**config.mk**
```make
export PLATFORM = sky130hd
export DESIGN_NAME = irq_dual_aggregator
export DESIGN_NICKNAME = d
export VERILOG_FILES = /design/src/rtl/irq_agg_pkg.sv /design/src/rtl/irq_sticky_bank.sv /design/src/rtl/irq_mask_bank.sv /design/src/rtl/irq_pm_detect.sv /design/src/rtl/irq_side_drive.sv /design/src/rtl/irq_dual_aggregator.sv
export SDC_FILE = /design/constraint.sdc
export NUM_CORES = 1
export LEC_CHECK = 0
export ABC_AREA = 1
export CELL_PAD_IN_SITES_DETAIL_PLACEMENT = 0
export CELL_PAD_IN_SITES_GLOBAL_PLACEMENT = 1
export CORE_AREA = 2 2 122 124
export CTS_BUF_LIST = sky130_fd_sc_hd__clkbuf_8
export CTS_CLUSTER_SIZE = 16
export DETAILED_ROUTE_END_ITERATION = 7
export DIE_AREA = 0 0 124 126
export MAX_ROUTING_LAYER = met4
export PLACE_DENSITY_LB_ADDON = 0.1
export SLEW_MARGIN = 10
export SYNTH_ARGS = -nofsm -noshare
export SYNTH_HDL_FRONTEND = slang
export SYNTH_SLANG_ARGS = --single-unit
export TNS_END_PERCENT = 1
```
**constraint.sdc**
```tcl
create_clock -name clk -period 1.5 [get_ports clk]
set_clock_uncertainty 0.1 [all_clocks]
set_input_delay 0.225 -clock clk [delete_from_list [all_inputs] [get_ports clk]]
set_output_delay 0.225 -clock clk [all_outputs]
set_load 0.03 [all_outputs]
```
**src/rtl/irq_agg_pkg.sv**
```systemverilog
package irq_agg_pkg;
  typedef enum logic [1:0] {
    PWR_D0 = 2'd0,
    PWR_D1 = 2'd1,
    PWR_D2 = 2'd2,
    PWR_D3 = 2'd3
  } pwr_state_e;
endpackage

```
**src/rtl/irq_sticky_bank.sv**
```systemverilog
module irq_sticky_bank #(
  parameter int W = 8
) (
  input  logic         clk,
  input  logic         rst,
  input  logic [W-1:0] set_pulse,
  input  logic [W-1:0] clr_pulse,
  output logic [W-1:0] status
);
  always_ff @(posedge clk) begin
    if (rst) status <= '0;
    else     status <= (status & ~clr_pulse) | set_pulse;
  end


  sticky_set_wins_chk: assert property (@(posedge clk) disable iff (rst)
    (|set_pulse) |=> ((status & $past(set_pulse)) == $past(set_pulse)));


  sticky_clr_chk: assert property (@(posedge clk) disable iff (rst)
    (|(clr_pulse & ~set_pulse)) |=> ((status & $past(clr_pulse & ~set_pulse)) == '0));


  sticky_hold_chk: assert property (@(posedge clk) disable iff (rst)
    ((set_pulse == '0) && (clr_pulse == '0)) |=> $stable(status));
endmodule

```
**src/rtl/irq_mask_bank.sv**
```systemverilog
module irq_mask_bank #(
  parameter int W = 8
) (
  input  logic         clk,
  input  logic         rst,
  input  logic [W-1:0] mask_set,
  input  logic [W-1:0] mask_clr,
  output logic [W-1:0] mask
);
  always_ff @(posedge clk) begin
    if (rst) mask <= '1;
    else     mask <= (mask & ~mask_clr) | mask_set;
  end


  mask_set_wins_chk: assert property (@(posedge clk) disable iff (rst)
    (|mask_set) |=> ((mask & $past(mask_set)) == $past(mask_set)));


  mask_clr_chk: assert property (@(posedge clk) disable iff (rst)
    (|(mask_clr & ~mask_set)) |=> ((mask & $past(mask_clr & ~mask_set)) == '0));
endmodule

```
**src/rtl/irq_pm_detect.sv**
```systemverilog
module irq_pm_detect
  import irq_agg_pkg::*;
(
  input  logic       clk,
  input  logic       rst,
  input  logic [1:0] pwr_state,
  output logic       wake_pulse
);
  pwr_state_e cur_state;
  pwr_state_e prev_state;

  assign cur_state = pwr_state_e'(pwr_state);

  always_ff @(posedge clk) begin
    if (rst) prev_state <= PWR_D0;
    else     prev_state <= cur_state;
  end

  always_comb begin
    wake_pulse = 1'b0;
    if ((prev_state == PWR_D1) || (prev_state == PWR_D2))
      wake_pulse = (cur_state == PWR_D0);
  end
endmodule

```
**src/rtl/irq_side_drive.sv**
```systemverilog
module irq_side_drive #(
  parameter int W = 8
) (
  input  logic         clk,
  input  logic         rst,
  input  logic [W-1:0] status,
  input  logic [W-1:0] mask,
  output logic         drive_low
);
  logic req;

  assign req = |(status & ~mask);

  always_ff @(posedge clk) begin
    if (rst) drive_low <= 1'b0;
    else     drive_low <= req;
  end
endmodule

```
**src/rtl/irq_dual_aggregator.sv**
```systemverilog
module irq_dual_aggregator #(
  parameter int DB_W  = 16,
  parameter int PAGES = 8,
  localparam int PSW  = DB_W + 1,
  localparam int PMW  = PSW + 1,
  localparam int SSETW = DB_W + PAGES,
  localparam int SSW  = SSETW + 1,
  localparam int SMW  = SSW + 1
) (
  input  logic           clk,
  input  logic           rst,
  input  logic [PSW-1:0] p_evt_set,
  input  logic [PSW-1:0] p_evt_clr,
  input  logic           p_queue_nempty,
  input  logic [SSETW-1:0] s_evt_set,
  input  logic [SSW-1:0] s_evt_clr,
  input  logic           s_queue_nempty,
  input  logic [1:0]     pwr_state,
  input  logic [PMW-1:0] p_mask_set,
  input  logic [PMW-1:0] p_mask_clr,
  input  logic [SMW-1:0] s_mask_set,
  input  logic [SMW-1:0] s_mask_clr,
  output logic [PMW-1:0] p_status,
  output logic [PMW-1:0] p_mask,
  output logic [SMW-1:0] s_status,
  output logic [SMW-1:0] s_mask,
  output logic           p_irq_drive_low,
  output logic           s_irq_drive_low
);
  logic [PSW-1:0] p_sticky;
  logic [SSW-1:0] s_sticky;
  logic [SSW-1:0] s_set_all;
  logic           wake_pulse;

  irq_pm_detect u_pm (
    .clk        (clk),
    .rst        (rst),
    .pwr_state  (pwr_state),
    .wake_pulse (wake_pulse)
  );

  assign s_set_all = {wake_pulse, s_evt_set};

  irq_sticky_bank #(.W(PSW)) u_p_sticky (
    .clk (clk), .rst (rst),
    .set_pulse (p_evt_set), .clr_pulse (p_evt_clr),
    .status (p_sticky)
  );

  irq_sticky_bank #(.W(SSW)) u_s_sticky (
    .clk (clk), .rst (rst),
    .set_pulse (s_set_all), .clr_pulse (s_evt_clr),
    .status (s_sticky)
  );

  assign p_status = {p_queue_nempty, p_sticky};
  assign s_status = {s_queue_nempty, s_sticky};

  irq_mask_bank #(.W(PMW)) u_p_mask (
    .clk (clk), .rst (rst),
    .mask_set (p_mask_set), .mask_clr (p_mask_clr),
    .mask (p_mask)
  );

  irq_mask_bank #(.W(SMW)) u_s_mask (
    .clk (clk), .rst (rst),
    .mask_set (s_mask_set), .mask_clr (s_mask_clr),
    .mask (s_mask)
  );

  irq_side_drive #(.W(PMW)) u_p_drive (
    .clk (clk), .rst (rst),
    .status (p_status), .mask (p_mask),
    .drive_low (p_irq_drive_low)
  );

  irq_side_drive #(.W(SMW)) u_s_drive (
    .clk (clk), .rst (rst),
    .status (s_status), .mask (s_mask),
    .drive_low (s_irq_drive_low)
  );


  p_raise_chk: assert property (@(posedge clk) disable iff (rst)
    (|(p_status & ~p_mask)) |=> p_irq_drive_low);


  p_release_chk: assert property (@(posedge clk) disable iff (rst)
    p_irq_drive_low |-> $past(|(p_status & ~p_mask)));


  s_release_chk: assert property (@(posedge clk) disable iff (rst)
    s_irq_drive_low |-> $past(|(s_status & ~s_mask)));


  wake_capture_chk: assert property (@(posedge clk) disable iff (rst)
    (!$past(rst) && (($past(pwr_state) == 2'd1) || ($past(pwr_state) == 2'd2))
      && (pwr_state == 2'd0)) |=> s_status[SSW-1]);


  reset_state_chk: assert property (@(posedge clk)
    rst |=> (!p_irq_drive_low && !s_irq_drive_low && (&p_mask) && (&s_mask)
             && (p_sticky == '0) && (s_sticky == '0)));
endmodule

```
==> impl_metrics.toml, run 1 <==
[status]
result_of_the_run = "finished clean"

[cts]
cts_num_sinks = 90
clock_path_buffers = 2
path_clk_slew_ns = 0.08
cts_root_buffer = "sky130_fd_sc_hd__clkbuf_8"
cts-htree-levels = 3
cts_hold_buffers = 0
inserted_clock_buffers = 9
worstSkewPairLatency_ns = 0.36
cts_tree = "yes"

[worst_setup_path]
crit_slowest_cell = "sky130_fd_sc_hd__dlygate4sd2_1"
worst_setup_path_start_kind = "register"
critPathTopFamily = "buffers and inverters"
critPathLaunch = "u_p_mask.mask[6]"
end_kind = "primary output"
worst_ep_arrival_time_ns = 1.12
crit_chain = "dlygate4sd2_1"
critPathMaxStageDelay_ns = 0.43
r2r_slack_ns = 0.38
worstPathRequired_ns = 1.17
worstPathMaxFanout = 2
setup_cp_type = "reg -> out"
critical_path.reg2reg.startpoint = "u_p_mask.mask[8]"
crit_buf_inv = 1

[floorplanning]
floorplan.die_area_mm2 = 0.0156
core_area_mm2 = 0.0143
num_rows = 44
number_of_ports_placed_on_the_die_boundary = 267
die_x_um = 124
floorplan.initialDensity_pct = 23.5
die_height_um = 126

[sta]
finalWorstPathRequiredPeriod_ns = 1.44
worst_slew_pin_slew_ns = 0.372
rel_slew_slack_pct = 75.2
clock.fmax_mhz = 694
finalHoldViolCount = 0
timing.final.crit_share_pct = 96.1
post-route-worst-setup-slack_ns = 0.0588
setup_repair_after_global_routing_missed_its_margin = "true"
finalMaxSlewViolations = 0
setup_tns_final_ns = 0
setup-violations-final = 0

[worst_hold_path]
min_from = "rst"
worst_hold_path_type = "in -> reg"

[power_and_ir_drop]
total_leakage_power_nw = 3.04
power-per-cell-area_mw_per_mm2 = 866
power.share.sequential_pct = 48.6
p_int_w = 0.00389
net_switching_w = 0.00149
clock_power_share_pct = 28.8
max-vdd-ir-drop_mv = 0.753
sw_frac_of_total_pct = 27.7
power_frac_comb_pct = 22.6
post-layout-total-power_w = 0.00538

[synthesis]
ys_ff_latch = 90
synth_fp_nets = 627
synth_cells = 450
synthesis.area_mm2 = 0.00336
synth.avg_cell_area_um2 = 7.46
synth-warning-count = 0
synth-seq-area-share_pct = 53.7
yosys.cell_types.count = 12

[placed_design]
place.port_buffers = 266
dp_worst_setup_slack_ns = 0.128
gp_routability_congestion = 0.769
hpwlAfterDp_mm = 9.50
place_area_mm2 = 0.00614

[routing]
detail_route.drc_violations = 0
wirelength_mm = 11.7
routed_wire_length_per_instance_um = 12.9
viasPerCell = 3.98
ant_nets = 0
detailroute.via_count = 3603
drt_first_pass_iters = 4
first_iter_violations = 106

[job]
maximum_capacitance_violations = 0

[layout]
num_antenna_cells = 0
drive_above_1_share_pct = 5.40
final_nets = 894
areaGrowthSynthToFinish_pct = 84.8
final_area_mm2 = 0.00620

[grt]
groute.usage.overall_pct = 15.3
grt_pass1_vias = 3631
grt_pass1_wl_mm = 17.5
grt_remaining_overflow = 0
grt_start_max_net_pins = 57
initial_antenna_violation_count = 0
[placed cells by master (no fill, tap or decap), drive strengths merged]
master         instances
a21oi                 42
xor2                   1
or2                    1
clkinv                 2
clkdlybuf4s50        175
dlygate4sd2           29
o21ai                 46
inv                   90
clkbuf                29
nand3                  3
buf                    5
nand2                 64
nor2                 103
clkdlybuf4s15         42
dfxtp                 90
[flip-flops by register name (all words and copies together) (netlist names)]
signal and cells:
u_pm.prev_state 2, u_s_drive.drive_low 1, u_s_mask.mask 26, u_p_drive.drive_low 1, u_s_sticky.status 25, u_p_sticky.status 17, u_p_mask.mask 18
[cells by family (layout without fill, tap and decap cells)]
family,Yosys count,count (layout),share of synthesized area [%]
buffers and inverters,100,372,13.6
AND/OR/NAND/NOR,171,171,19.3
flip-flops,90,90,53.7
XOR/XNOR,1,1,0.261
AO/OA/AOI/OAI,88,88,13.1
[Yosys cell counts]
master                    instances  area, um^2
sky130_fd_sc_hd__or2_1            1        6.26
sky130_fd_sc_hd__o21ai_0         24         120
sky130_fd_sc_hd__a21oi_1         42         210
sky130_fd_sc_hd__buf_4            2        15.0
sky130_fd_sc_hd__nand3_1          3        15.0
sky130_fd_sc_hd__nor2_1         103         387
sky130_fd_sc_hd__nand2_1         64         240
sky130_fd_sc_hd__xor2_1           1        8.76
sky130_fd_sc_hd__inv_1           88         330
sky130_fd_sc_hd__o21ai_1         22         110
sky130_fd_sc_hd__dfxtp_1         90        1800
sky130_fd_sc_hd__buf_6           10         113
[power groups by stage]
stage	combinational, W	sequential, W	clock (W)
detailed placement	0.00131	0.00267	0
finish	0.00121	0.00261	0.00155
CTS	0.00123	0.00261	0.00166
floorplan	0.000265	0.00293	0
global route	0.00132	0.00263	0.00174
global placement	0.00131	0.00266	0
[routing by layer]
layer	vias to the layer above	GRT usage (%)	wire length (um)
met2	167	26.2	5710
met1	1537	15.5	4410
met4	0	5.49	236
li1	1884	-	-
met3	15	6.66	1350
met5	-	-	0
[cell type report]
cell class / instances / area (um^2)
inverters: 88 / 330
clock buffers: 12 / 165
clock inverters: 4 / 17.5
fillers: 1502 / 8110
repair buffers: 268 / 2560
multi-input cells: 260 / 1100
flip-flops and latches: 90 / 1800
well taps: 184 / 230
[stage by stage]
stage,hold WS [ns],utilization (%),instances
final,0.219,43.3,906
after global routing,0.213,43.3,906
after CTS,0.207,43.5,906
after detailed placement,0.360,42.9,890
after global placement,0.347,42.9,890
after floorplan,0.221,-,450
[path summary, 6_finish.rpt]
kind | endpoint | cells past startpoint
worst min register to register | u_p_mask.mask[14] | 2
worst max-delay path | p_mask[6] | 1
worst min-delay path | u_p_sticky.status[6] | 3
worst max register to register | u_p_drive.drive_low | 7
[repair_timing]
action                                  in CTS  in global routing
gates resized for setup                    105                 62
endpoints found under the setup margin      88                 54
buffers inserted                             0                  0
Power figures use the tool's default switching activity.
==> inputs of run 2 (changes only) <==
--- a/config.mk
+++ b/config.mk
@@ -8,11 +8,11 @@
 export ABC_AREA = 1
 export CELL_PAD_IN_SITES_DETAIL_PLACEMENT = 0
 export CELL_PAD_IN_SITES_GLOBAL_PLACEMENT = 1
-export CORE_AREA = 2 2 122 124
+export CORE_AREA = 3 3 123 125
 export CTS_BUF_LIST = sky130_fd_sc_hd__clkbuf_8
 export CTS_CLUSTER_SIZE = 16
 export DETAILED_ROUTE_END_ITERATION = 7
-export DIE_AREA = 0 0 124 126
+export DIE_AREA = 0 0 126 128
 export MAX_ROUTING_LAYER = met4
 export PLACE_DENSITY_LB_ADDON = 0.1
 export SLEW_MARGIN = 10
==> run 2 against run 1 <==
Against the previous run:
- register-to-register slack got worse by 0.03 ns
- design area about the same
- worst hold slack worse by 0.095 ns
- largest cell class unchanged
- global-route usage increased by 0.58 points
- die area increased by 3.2%
- sequential share of layout area about the same
- fmax fell by 0.10%
- sequential cell count did not move
- clock-buffer cell count up 2
- first-iteration DRC count rose by 21%
- routed wire length increased by 6.3%
- power is 2.8% higher
==> impl_metrics.toml, run 2 (synthesis gave the netlist of run 1 again) <==
[placed_design]
placed_cells = 887
hpwlAfterDp_mm = 10.2
gp_routability_congestion = 0.829
place.port_buffers = 266

[grt]
grt_pass1_wl_mm = 19.3
initial_antenna_violation_count = 0
grt_remaining_overflow = 0
grt_start_max_net_pins = 43
grt_pass1_vias = 3769
groute.usage.overall_pct = 15.9

[worst_setup_path]
crit_buf_inv = 1
end_kind = "primary output"
setup_cp_type = "reg -> out"
worstPathRequired_ns = 1.17
critPathMaxStageDelay_ns = 0.43
crit_slowest_cell = "sky130_fd_sc_hd__dlygate4sd2_1"
critical_path_cell_count = 1
critPathTopFamily = "buffers and inverters"
crit_path_end = "s_irq_drive_low"
critical_path.reg2reg.startpoint = "u_s_mask.mask[16]"
critical_path.reg2reg.endpoint = "u_s_drive.drive_low"
r2r_cells = 7
worstPathMaxFanout = 1
critPathLaunch = "u_s_drive.drive_low"
worst_setup_path_start_kind = "register"
crit_chain = "dlygate4sd2_1"
r2r_slack_ns = 0.35
worst_ep_arrival_time_ns = 1.12

[worst_hold_path]
worst_hold_path_type = "in -> reg"
min_from = "rst"

[cts]
cts_root_buffer = "sky130_fd_sc_hd__clkbuf_8"
inserted_clock_buffers = 9
clock_path_buffers = 2
cts_hold_buffers = 0
postCtsSetupBuffers = 0
worstSkewPairLatency_ns = 0.37
cts-htree-levels = 3
cts_num_sinks = 90
path_clk_slew_ns = 0.09
cts_tree = "yes"

[layout]
reg_top3 = "u_s_mask.mask: 26 flops, u_s_sticky.status: 25 flops, u_p_mask.mask: 18 flops"
largest_register_ff_count = 26
layout_common_cells = "175 x sky130_fd_sc_hd__clkdlybuf4s50_1, 103 x sky130_fd_sc_hd__nor2_1, 90 x sky130_fd_sc_hd__dfxtp_1"
most_common_cell_after_layout_fill_and_taps_aside = "sky130_fd_sc_hd__clkdlybuf4s50_1"
layout.cells.non_filler = 903
areaGrowthSynthToFinish_pct = 84.9
largest-register = "u_s_mask.mask"
num_antenna_cells = 0
final_nets = 895
drive_above_1_share_pct = 8.02

[sta]
finalWorstPathRequiredPeriod_ns = 1.44
timing.hold.ws_ns = 0.124
setup-violations-final = 0
setup_repair_after_global_routing_missed_its_margin = "true"
finalHoldViolCount = 0
worst_slew_pin_slew_ns = 0.364
clock.fmax_mhz = 693
finalMaxSlewViolations = 0
timing.final.crit_share_pct = 96.2
setup_tns_final_ns = 0
rel_slew_slack_pct = 75.9

[floorplanning]
floorplan.die_area_mm2 = 0.0161
die_height_um = 128
die_x_um = 126
number_of_ports_placed_on_the_die_boundary = 267
core_area_mm2 = 0.0140
floorplan.initialDensity_pct = 24.0
num_rows = 43

[job]
maximum_capacitance_violations = 0

[routing]
drt_first_pass_iters = 4
viasPerCell = 4.04
wirelength_mm = 12.4
ant_nets = 0
detail_route.drc_violations = 0
routed_wire_length_per_instance_um = 13.8
first_iter_violations = 128
detailroute.via_count = 3648

[power_and_ir_drop]
power-per-cell-area_mw_per_mm2 = 890
max-vdd-ir-drop_mv = 0.521
total_leakage_power_nw = 3.06

[status]
result_of_the_run = "finished clean"
-- run 2: cell type report --
type	instances	area, um^2
Inverter	88	330
Clock inverter	2	8.76
Fill cell	1460	7780
Timing Repair Buffer	269	2550
Clock buffer	14	193
Tap cell	180	225
Multi-Input combinational cell	260	1100
Sequential cell	90	1800
-- run 2: how the worst min path moves through the flow --
stage,to,slack (ns),depth (start not counted)
detailed placement,u_p_mask.mask[11],0.36,2
floorplan,u_s_mask.mask[24],0.22,1
CTS,u_s_sticky.status[8],0.1,2
global route,u_s_sticky.status[9],0.11,2
finish,u_s_sticky.status[8],0.12,2
global placement,u_s_mask.mask[24],0.35,2
-- run 2: metal layers --
metal | global-route usage (%) | part of all wire [%] | vias to the layer above | routed length [um]
met3 | 6.63 | 9.0 | 14 | 1120
li1 | - | - | 1883 | -
met1 | 17.3 | 40 | 1595 | 4960
met2 | 26.8 | 50 | 156 | 6180
met5 | - | 0 | - | 0
met4 | 4.67 | 1.4 | 0 | 178
-- run 2: per-stage QoR --
stage	total power, W	area [um^2]	worst slack, ns	util, %
after floorplan	0.00320	3360	0.331	-
after global placement	0.00399	6150	0.104	44.0
after detailed placement	0.00400	6150	0.115	44.0
after CTS	0.00565	6300	-0.000142	45.0
after global routing	0.00585	6210	-0.0158	44.4
final	0.00553	6210	0.0573	44.4
-- run 2: what timing repair did --
item,CTS,global route
pin swaps,0,0
endpoints found under the setup margin,88,60
resized for setup,132,71
-- run 2: power breakdown --
group	leakage [nW]	switching [W]	internal [W]
combinational	2.21	0.000587	0.000639
clock	0.110	0.000865	0.000823
sequential	0.748	0.0000836	0.00253
total	3.06	0.00154	0.00399
